--- src/rtl/sb_pkg.sv ---
package sb_pkg;

  typedef enum logic [2:0] {
    SRC_NONE, SRC_MEM, SRC_RN, SRC_R0, SRC_OR, SRC_ALU
  } bus_src_e;

  typedef enum logic [1:0] {
    PH_FETCH, PH_EX1, PH_EX2
  } phase_e;

  // operation field (bits 7:2 of the opcode byte)
  localparam logic [5:0] OP_MVI = 6'h04;
  localparam logic [5:0] OP_MVD = 6'h08;
  localparam logic [5:0] OP_MVS = 6'h09;
  localparam logic [5:0] OP_INC = 6'h0C;
  localparam logic [5:0] OP_ADD = 6'h10;
  localparam logic [5:0] OP_JMP = 6'h14;
  localparam logic [5:0] OP_STA = 6'h18;

  localparam logic [3:0] ALU_PASS = 4'd0;
  localparam logic [3:0] ALU_INC  = 4'd4;
  localparam logic [3:0] ALU_ADD  = 4'd8;

  localparam logic [1:0] CC_ALWAYS = 2'd0;
  localparam logic [1:0] CC_CARRY  = 2'd1;
  localparam logic [1:0] CC_NEVER  = 2'd2;
  localparam logic [1:0] CC_NCARRY = 2'd3;

  typedef struct packed {
    bus_src_e   src;
    logic       ld_rn;
    logic       ld_r0;
    logic       ld_or;
    logic       ld_pc;
    logic       ld_ir;
    logic       inc_pc;
    logic       mem_rd;
    logic       mem_wr;
    logic       addr_r0;
    logic [3:0] alu_fn;
    logic       ld_carry;
    logic       eoi;
  } ctrl_t;

endpackage

--- src/rtl/sb_alu.sv ---
module sb_alu #(
  parameter int DW = 8
) (
  input  logic [3:0]    fn,
  input  logic [DW-1:0] a,
  input  logic [DW-1:0] b,
  output logic [DW-1:0] y,
  output logic          co
);
  import sb_pkg::*;

  function automatic logic [DW:0] alu_calc(input logic [3:0] f,
                                           input logic [DW-1:0] x,
                                           input logic [DW-1:0] z);
    case (f)
      ALU_INC: return {1'b0, x} + (DW+1)'(1);
      ALU_ADD: return {1'b0, x} + {1'b0, z};
      default: return {1'b0, x};
    endcase
  endfunction

  logic [DW:0] res;
  assign res = alu_calc(fn, a, b);
  assign y   = res[DW-1:0];
  assign co  = res[DW];
endmodule

--- src/rtl/sb_regfile.sv ---
module sb_regfile #(
  parameter int DW   = 8,
  parameter int NREG = 4,
  localparam int SW  = $clog2(NREG)
) (
  input  logic               clk,
  input  logic               rst,
  input  logic [SW-1:0]      sel,
  input  logic               ld_sel,
  input  logic               ld_r0,
  input  logic [DW-1:0]      din,
  output logic [DW-1:0]      rd_sel,
  output logic [DW-1:0]      rd_r0,
  output logic [NREG*DW-1:0] dbg
);
  logic [DW-1:0] regs [NREG];

  for (genvar i = 0; i < NREG; i++) begin : g_reg
    logic we;
    assign we = (ld_sel && sel == SW'(i)) || (ld_r0 && i == 0);
    always_ff @(posedge clk) begin
      if (rst)     regs[i] <= '0;
      else if (we) regs[i] <= din;
    end
    assign dbg[i*DW +: DW] = regs[i];
  end

  assign rd_sel = regs[sel];
  assign rd_r0  = regs[0];

  // R4: a load of R0 captures the bus value
  assert_r0_load_R4: assert property (@(posedge clk) disable iff (rst)
    ld_r0 |=> regs[0] == $past(din));
  // R3: a selected load captures the bus value
  assert_sel_load_R3: assert property (@(posedge clk) disable iff (rst)
    (ld_sel && !ld_r0) |=> regs[$past(sel)] == $past(din));
endmodule

--- src/rtl/sb_sequencer.sv ---
module sb_sequencer #(
  parameter int DW   = 8,
  parameter int NREG = 4,
  localparam int SW  = $clog2(NREG),
  localparam int OPW = DW - SW
) (
  input  logic          clk,
  input  logic          rst,
  input  logic [DW-1:0] ir,
  input  logic          carry,
  output sb_pkg::ctrl_t ctrl
);
  import sb_pkg::*;

  phase_e          phase, phase_nx;
  logic [OPW-1:0]  op;
  logic [SW-1:0]   fld;
  logic            cond_true;

  assign op  = ir[DW-1:SW];
  assign fld = ir[SW-1:0];

  always_comb begin
    case (2'(fld))
      CC_ALWAYS: cond_true = 1'b1;
      CC_CARRY:  cond_true = carry;
      CC_NEVER:  cond_true = 1'b0;
      default:   cond_true = !carry;
    endcase
  end

  always_comb begin
    ctrl = '0;
    ctrl.src = SRC_NONE;
    ctrl.alu_fn = ALU_PASS;
    case (phase)
      PH_FETCH: begin
        ctrl.src = SRC_MEM; ctrl.mem_rd = 1'b1;
        ctrl.ld_ir = 1'b1;  ctrl.inc_pc = 1'b1;
      end
      PH_EX1: begin
        ctrl.eoi = 1'b1;
        if (op == OPW'(OP_MVI)) begin
          ctrl.src = SRC_MEM; ctrl.mem_rd = 1'b1;
          ctrl.ld_rn = 1'b1;  ctrl.inc_pc = 1'b1;
        end else if (op == OPW'(OP_MVD)) begin
          ctrl.src = SRC_R0; ctrl.ld_rn = 1'b1;
        end else if (op == OPW'(OP_MVS)) begin
          ctrl.src = SRC_RN; ctrl.ld_r0 = 1'b1;
        end else if (op == OPW'(OP_INC)) begin
          ctrl.src = SRC_RN; ctrl.ld_or = 1'b1; ctrl.eoi = 1'b0;
        end else if (op == OPW'(OP_ADD)) begin
          ctrl.src = SRC_R0; ctrl.ld_or = 1'b1; ctrl.eoi = 1'b0;
        end else if (op == OPW'(OP_JMP)) begin
          ctrl.src = SRC_MEM; ctrl.mem_rd = 1'b1;
          ctrl.ld_or = 1'b1;  ctrl.inc_pc = 1'b1;
          ctrl.eoi = !cond_true;
        end else if (op == OPW'(OP_STA)) begin
          ctrl.src = SRC_RN; ctrl.mem_wr = 1'b1; ctrl.addr_r0 = 1'b1;
        end
      end
      default: begin
        ctrl.eoi = 1'b1;
        if (op == OPW'(OP_INC)) begin
          ctrl.src = SRC_ALU; ctrl.alu_fn = ALU_INC;
          ctrl.ld_rn = 1'b1;  ctrl.ld_carry = 1'b1;
        end else if (op == OPW'(OP_ADD)) begin
          ctrl.src = SRC_ALU; ctrl.alu_fn = ALU_ADD;
          ctrl.ld_r0 = 1'b1;  ctrl.ld_carry = 1'b1;
        end else if (op == OPW'(OP_JMP)) begin
          ctrl.src = SRC_OR; ctrl.ld_pc = 1'b1;
        end
      end
    endcase
  end

  always_comb begin
    case (phase)
      PH_FETCH: phase_nx = PH_EX1;
      PH_EX1:   phase_nx = ctrl.eoi ? PH_FETCH : PH_EX2;
      default:  phase_nx = PH_FETCH;
    endcase
  end

  always_ff @(posedge clk) begin
    if (rst) phase <= PH_FETCH;
    else     phase <= phase_nx;
  end

  // R2: the cycle after an end-of-instruction is always a fetch
  assert_refetch_R2: assert property (@(posedge clk) disable iff (rst)
    ctrl.eoi |=> phase == PH_FETCH);
  // R2: an instruction never runs past its second execute cycle
  assert_max_len_R2: assert property (@(posedge clk) disable iff (rst)
    phase == PH_EX2 |=> phase == PH_FETCH);
  // R8: memory is written only in a store's execute cycle
  assert_wr_only_store_R8: assert property (@(posedge clk) disable iff (rst)
    ctrl.mem_wr |-> (phase == PH_EX1 && op == OPW'(OP_STA)));
  // R4: at most one destination loads per cycle
  assert_one_dest_R4: assert property (@(posedge clk) disable iff (rst)
    $onehot0({ctrl.ld_rn, ctrl.ld_r0, ctrl.ld_or, ctrl.ld_pc, ctrl.ld_ir}));
endmodule

--- src/rtl/sb_cpu.sv ---
module sb_cpu #(
  parameter int DW   = 8,
  parameter int NREG = 4,
  localparam int SW  = $clog2(NREG)
) (
  input  logic               clk,
  input  logic               rst,
  output logic [DW-1:0]      mem_addr,
  output logic               mem_rd,
  output logic               mem_wr,
  output logic [DW-1:0]      mem_wdata,
  input  logic [DW-1:0]      mem_rdata,
  output logic [NREG*DW-1:0] dbg_regs,
  output logic [DW-1:0]      dbg_pc,
  output logic               dbg_carry,
  output logic               dbg_instr_done
);
  import sb_pkg::*;

  ctrl_t         ctrl;
  logic [DW-1:0] bus, pc_q, ir_q, or_q, rn_val, r0_val, alu_y;
  logic          carry_q, alu_co;

  sb_sequencer #(.DW(DW), .NREG(NREG)) seq_i (
    .clk(clk), .rst(rst), .ir(ir_q), .carry(carry_q), .ctrl(ctrl)
  );

  sb_regfile #(.DW(DW), .NREG(NREG)) rf_i (
    .clk(clk), .rst(rst), .sel(ir_q[SW-1:0]), .ld_sel(ctrl.ld_rn),
    .ld_r0(ctrl.ld_r0), .din(bus), .rd_sel(rn_val), .rd_r0(r0_val),
    .dbg(dbg_regs)
  );

  sb_alu #(.DW(DW)) alu_i (
    .fn(ctrl.alu_fn), .a(or_q), .b(rn_val), .y(alu_y), .co(alu_co)
  );

  always_comb begin
    case (ctrl.src)
      SRC_MEM: bus = mem_rdata;
      SRC_RN:  bus = rn_val;
      SRC_R0:  bus = r0_val;
      SRC_OR:  bus = or_q;
      SRC_ALU: bus = alu_y;
      default: bus = '0;
    endcase
  end

  always_ff @(posedge clk) begin
    if (rst) begin
      pc_q <= '0; ir_q <= '0; or_q <= '0; carry_q <= 1'b0;
    end else begin
      if (ctrl.ld_pc)       pc_q <= bus;
      else if (ctrl.inc_pc) pc_q <= pc_q + DW'(1);
      if (ctrl.ld_ir)    ir_q <= bus;
      if (ctrl.ld_or)    or_q <= bus;
      if (ctrl.ld_carry) carry_q <= alu_co;
    end
  end

  assign mem_addr       = ctrl.addr_r0 ? r0_val : pc_q;
  assign mem_rd         = ctrl.mem_rd;
  assign mem_wr         = ctrl.mem_wr;
  assign mem_wdata      = bus;
  assign dbg_pc         = pc_q;
  assign dbg_carry      = carry_q;
  assign dbg_instr_done = ctrl.eoi;

  // R2: a PC step without a jump load advances by exactly one
  assert_pc_step_R2: assert property (@(posedge clk) disable iff (rst)
    (ctrl.inc_pc && !ctrl.ld_pc) |=> pc_q == $past(pc_q) + DW'(1));
  // R7: a taken jump lands on the target held in the operand register
  assert_jump_target_R7: assert property (@(posedge clk) disable iff (rst)
    ctrl.ld_pc |=> pc_q == $past(or_q));
  // R6: carry holds unless an ALU result is written back
  assert_carry_hold_R6: assert property (@(posedge clk) disable iff (rst)
    !ctrl.ld_carry |=> $stable(carry_q));
  // R1: no write strobe right after reset
  assert_reset_quiet_R1: assert property (@(posedge clk)
    $past(rst) |-> !mem_wr);
endmodule

--- config.mk ---
export PLATFORM = sky130hd
export DESIGN_NAME = sb_cpu
export DESIGN_NICKNAME = d
export VERILOG_FILES = /design/src/rtl/sb_pkg.sv /design/src/rtl/sb_alu.sv /design/src/rtl/sb_regfile.sv /design/src/rtl/sb_sequencer.sv /design/src/rtl/sb_cpu.sv
export SDC_FILE = /design/constraint.sdc
export NUM_CORES = 1
export LEC_CHECK = 0
export ABC_AREA = 1
export BUFFER_PORTS_ARGS = -buffer_cell sky130_fd_sc_hd__clkbuf_2
export CORE_ASPECT_RATIO = 0.75
export CORE_MARGIN = 3
export CORE_UTILIZATION = 46
export DETAILED_ROUTE_END_ITERATION = 12
export MAX_ROUTING_LAYER = met4
export PLACE_DENSITY = 0.81
export SLEW_MARGIN = 25
export SYNTH_ARGS = -nofsm -noshare
export SYNTH_HDL_FRONTEND = slang
export SYNTH_SLANG_ARGS = --single-unit
export TNS_END_PERCENT = 1
--- constraint.sdc ---
create_clock -name clk -period 2.76 [get_ports clk]
set_input_delay 0.414 -clock clk [delete_from_list [all_inputs] [get_ports clk]]
set_output_delay 0.414 -clock clk [all_outputs]
set_load 0.02 [all_outputs]
Word level (Yosys, flattened, before mapping)
Memory sizes are Yosys's and may differ from the RTL's. A register that Yosys moved wholly into a read port is not among the register bits.
Index checks and enable logic that the tools add are counted.
Word-level totals
  output and inout bits: 60
  RAM bits: 32
  memories: 1
  register bits after elaboration: 27
  word-level logic and storage cells: 119
Memories
  rf_i.regs: words 4, bits a word 8, rd ports 5, clocked after Yosys merged registers in 1, write ports 4, line sb_regfile.sv:16  | logic [DW-1:0] regs [NREG];
Cells by class
  mux-type cells: 77
  $add $sub $neg: 3
  bitwise logic cells: 4
  equal/unequal tests: 18
  reduce and logical (&&, ||, !) cells: 11
Operators with widths (count)
  8-bit two-way mux: 7
  8-bit one-hot mux with 5 select lines: 1
  1-bit two-way mux: 34
  2-bit two-way mux: 13
  3-bit two-way mux: 7
  4-bit two-way mux: 5
  6-bit by 4-bit equality test with 1-bit output, second input constant: 3
  6-bit by 5-bit equality test with 1-bit output, second input constant: 3
  9-bit one-hot mux with 2 select lines: 1
  5-bit two-way mux: 3
  2-bit one-hot mux with 2 select lines: 3
  8-bit by 1-bit adder with 9-bit output, second input constant: 1
  8-bit by 8-bit adder with 9-bit output: 1
  8-bit by 1-bit adder with 8-bit output, second input constant: 1
  3-bit by 2-bit equality test with 1-bit output, second input constant: 2
  3-bit equality test, second input constant: 2
  6-bit by 3-bit equality test with 1-bit output, second input constant: 1
  3-bit one-hot mux with 2 select lines: 1
  2-bit by 1-bit equality test with 1-bit output, second input constant: 2
  2-bit equality test, second input constant: 2
  4-bit by 3-bit equality test with 1-bit output, second input constant: 1
  4-bit equality test, second input constant: 1
  1-bit logical AND: 4
  2-bit zero test: 2
  8 further kinds: 12

Logic depth before layout (Yosys ltp)
  word-level depth: 15
  depth in mapped cells: 18
  mapped depth without buffers: 18

Hierarchy
Synthesis repeated with hierarchy kept, for this count alone.
Unflattened totals
  cell total of the unflattened synthesis: 604
  area total of the unflattened synthesis: 4171.5 um^2
Modules (own cells, without submodules)
  sb_cpu: sequential area each 500.5 um^2, cells an instance 249, area each 1644.1 um^2, times used 1
  sb_regfile: sequential area each 960.9 um^2, cells an instance 162, area each 1554.0 um^2, times used 1
  sb_alu: sequential area each 0.0 um^2, cells an instance 118, area each 590.6 um^2, times used 1
  sb_sequencer: sequential area each 40.0 um^2, cells an instance 75, area each 382.9 um^2, times used 1

Worst setup path before layout
Ideal clock, no wire load.
  path kind: flip-flop to output port
  from: reg ir_q[6]
  to: out mem_wdata[6]
  required time: 2.346 ns
  data arrival time: 2.409 ns
  setup slack: -0.063 ns
  stages on the path, launching flop included: 17
  path through: dfxtp_1 > inv_2 > nand2_1 > nor2_1 > nand3_1 > ha_1 > inv_1 > nor2_1 > fa_1 > nand3_1 > nand3_1 > nand2_1 > nand3_1 > nand2_1 > nand3_1 > nor2_4 > inv_1
Between the ends
  longest elaborated chain between the ends: 11
  elaborated cells on any way between the ends: 30
Ends and longest elaborated chain
  start, declared: line sb_cpu.sv:21  | logic [DW-1:0] bus, pc_q, ir_q, or_q, rn_val, r0_val, alu_y;
  start signal, assigned: line sb_cpu.sv:55  | if (ctrl.ld_ir) ir_q <= bus;
  6-bit by 5-bit equality test with 1-bit output: line sb_sequencer.sv:58  | end else if (op == OPW'(OP_STA)) begin
  2-bit two-way mux: line sb_sequencer.sv:58
  2-bit two-way mux: line sb_sequencer.sv:54  | end else if (op == OPW'(OP_JMP)) begin
  3-bit two-way mux: line sb_sequencer.sv:52  | end else if (op == OPW'(OP_ADD)) begin
  3-bit two-way mux: line sb_sequencer.sv:50  | end else if (op == OPW'(OP_INC)) begin
  3-bit two-way mux: line sb_sequencer.sv:48  | end else if (op == OPW'(OP_MVS)) begin
  3-bit two-way mux: line sb_sequencer.sv:46  | end else if (op == OPW'(OP_MVD)) begin
  4-bit two-way mux: line sb_sequencer.sv:43  | if (op == OPW'(OP_MVI)) begin
  3-bit one-hot mux with 2 select lines: line sb_sequencer.sv:36  | case (phase)
  3-bit equality test (tied with other cells): line sb_cpu.sv:39  | case (ctrl.src)
  8-bit one-hot mux with 5 select lines *: line sb_cpu.sv:39
  end, declared: line sb_cpu.sv:11  | output logic [DW-1:0] mem_wdata,
Every way passes the cells marked *; elsewhere a longest branch is shown, timed or not.

Worst setup path after layout
  from: reg ir_q[2]
  to: out mem_wdata[3]
Same word-level chain as after synthesis.

==> impl_metrics.ini <==
[yosys]
synth_seq_area_share_pct = 40.6
synth-async-reset-ratio_pct = 0
yosysTopAreaCell = edfxtp_1
syn-num-nets = 528
synth_edf_count = 32
synth_common_cells = 106 x nand2_1, 73 x nor2_1, 57 x inv_1
synth.distinct_cells = 33
synth_area_leaders = edfxtp_1 25%, dfxtp_1 15%, nand2_1 10%
syn_inst = 507
yosys_warnings = 0
ys_seq_elements = 61
synth_ff_type = edfxtp_1
synthDominantCellAreaShare_pct = 25.3
yosys.cell_count.top_type = nand2_1
synth_area_sq_mm = 0.00379
avgSynthCellArea_sq_um = 7.48

[worst_setup_path]
start_kind = flip-flop
worst-path-max-fanout = 7
cp.arrival_ps = 2870
crit_path_end_kind = primary output
r2r_start = ir_q[2]
path_class = flip-flop to primary output
crit_required_ps = 2350
critPathLaunch = ir_q[2]

[cells_and_area]
diodes = 0
area_delta_synth_final_pct = 36.2
post-route-util_pct = 64.9
final_cell_area_sq_mm = 0.00516
drive_above_1_share_pct = 38.3
final_cells = 737
nets = 648

[pwr]
peakVddDrop_mv = 0.395
clkPwrFrac_pct = 31.0
p_int_mw = 1.84
switchingPower_mw = 1.02
pwr-share-comb_pct = 30.6
power_switching_share_pct = 35.5
seq_power_share_pct = 38.4
power.total_mw = 2.86
power.density_mw_per_mm2 = 554
leakagePower_nw = 2.32

[route]
wl_per_cell_um = 17.7
drc_errors = 0
drtAntennaViolNets = 0
wirelength_um = 13100
drt_iter0_drc = 505
via_count = 4231
avgViaCountPerCell = 5.74
drt-pass1-iter-count = 5

[hold_path]
hp-start = rst
min_path_type = input port to flip-flop

[cts]
cts_root_buf = clkbuf_8
cts_max_level = 3
insertion_delay_ps = 350
hold_buffers = 0
clockBufferDepth = 2
cts_tree = done
clk_pin_slew_worst_paths_ps = 80
cts_buffers = 9
cts_sinks = 61

[floorplan]
core_region_area_sq_mm = 0.00795
std_cell_rows = 28
io-pin-count = 70
die_h_um = 84.6
start_util_pct = 47.7
die_area_sq_mm = 0.00938
die_w_um = 111

[timing]
period_needed_ps = 3290
rsz0062_at_grt = true
slew_viol_final = 0
setup_viol = 26
max_freq_ghz = 0.304
finalClockSkew_ps = 13.4
finalHoldViolCount = 0
max-slew-margin-rel_pct = 36.6
worst_slew_pin_slew_ps = 948
fin_hold_ws_ps = 475
finalCritPeriodShare_pct = 119
worst_slack_ps = -526

[global_routing]
antenna_found_initial = 0
grt-ovfl-total = 0
gr-max-usage-layer = met2
grt_start_max_net_pins = 19
grtUsageMet3_pct = 5.19
grt_pass1_vias = 3988
met2_usage_pct = 43.9
grt_util_all_layers_pct = 28.3
grt_pass1_wl_um = 20400
use_met1_pct = 36.4

[flow_run]
drv_cap = 0

[placed_design]
placed_cells = 714
gp_congestion = 0.952
hpwl_um = 9370
io_buffers = 69
place_area_sq_mm = 0.00455

[run_status]
status = finished, violations left
violations = negative setup slack
-- sequential cells by signal, indices dropped and copies added (netlist names), named ones only --
name         flops
dbg_carry        1
seq_i.phase      2
rf_i.regs       32
dbg_pc           8
ir_q             8
or_q             8
-- area by class of cell --
| cell class | count | area (sq um) |
|---|---|---|
| fillers | 611 | 2790 |
| multi-input cells | 370 | 2220 |
| flip-flops and latches | 61 | 1550 |
| repair buffers | 121 | 786 |
| inverters | 63 | 254 |
| well taps | 105 | 131 |
| clock buffers | 9 | 124 |
| clock inverters | 7 | 90.1 |
| repair inverters | 1 | 7.51 |
-- routing by layer --
layer  routed length, um  vias to the layer above
met5                   0                        -
met4                 626                        0
met3                1420                       70
met2                6090                      286
met1                4930                     1955
li1                    -                     1920
-- worst paths after layout --
path         slack [ps]               to  cells past startpoint
min                 470   seq_i.phase[0]                      2
max reg2reg         -70  rf_i.regs[2][5]                     19
max                -530     mem_wdata[3]                     17
min reg2reg         520        dbg_pc[7]                      2
-- worst max-delay path, cell delays in order (launching register included) --
cell and delay [ps]:
dfxtp_2 350, inv_1 90, nand2_2 90, nor2_4 130
nand3_2 120, ha_4 210, inv_8 100, nor2_4 60
ha_1 330, nand3_1 90, nand3_2 90, xnor2_1 170
nand2_1 100, nand3_1 120, nand3_2 100, nor2_4 150
inv_1 60, clkbuf_2 150
-- repair_timing --
action | 4_1_cts | 5_1_grt
cloned | 1 | 0
gates resized for setup | 55 | 38
pin swaps | 29 | 27
setup buffers | 3 | 3
endpoints found under the setup margin | 37 | 48
-- power by group through the flow --
stage	clock [mW]	combinational [mW]	sequential, mW
2_1_floorplan	0	0.422	1.14
3_3_place_gp	0	0.753	1.10
3_5_place_dp	0	0.767	1.10
4_1_cts	0.885	0.816	1.09
5_1_grt	0.927	0.935	1.11
6_report	0.887	0.874	1.10
-- cell usage in the layout, fill, tap and decap left out, drive strengths merged, types with 3 or more instances in the layout --
cell type / netlist / layout
a21oi: 30 / 30
a31oi: 6 / 6
a32o: 5 / 5
buf: 6 / 54
clkbuf: 7 / 76
clkinv: 0 / 4
clkinvlp: 0 / 4
dfxtp: 29 / 29
edfxtp: 32 / 32
ha: 10 / 10
inv: 63 / 61
nand2: 111 / 111
nand3: 54 / 54
nand4: 10 / 10
nor2: 85 / 85
nor3: 3 / 3
o211ai: 3 / 3
o21ai: 35 / 35
or2: 6 / 6
xor2: 6 / 6
-- kinds of logic (layout without fill, tap and decap cells) --
family	count (synthesis)	after routing	synth area share (%)
buf+inv	76	201	7.92
simple gates	269	269	33.0
flops	61	61	40.6
fa+ha+maj	11	11	3.83
compound gates	82	82	12.8
xor+xnor	8	8	1.85
-- stage by stage --
stage               setup slack [ps]  TNS [ps]
floorplan                       16.0         0
global placement                -109      -635
detailed placement              -199     -2850
CTS                             -407     -2670
global route                    -640     -7030
finish                          -526     -3740
(Power assumes the default switching activity.)
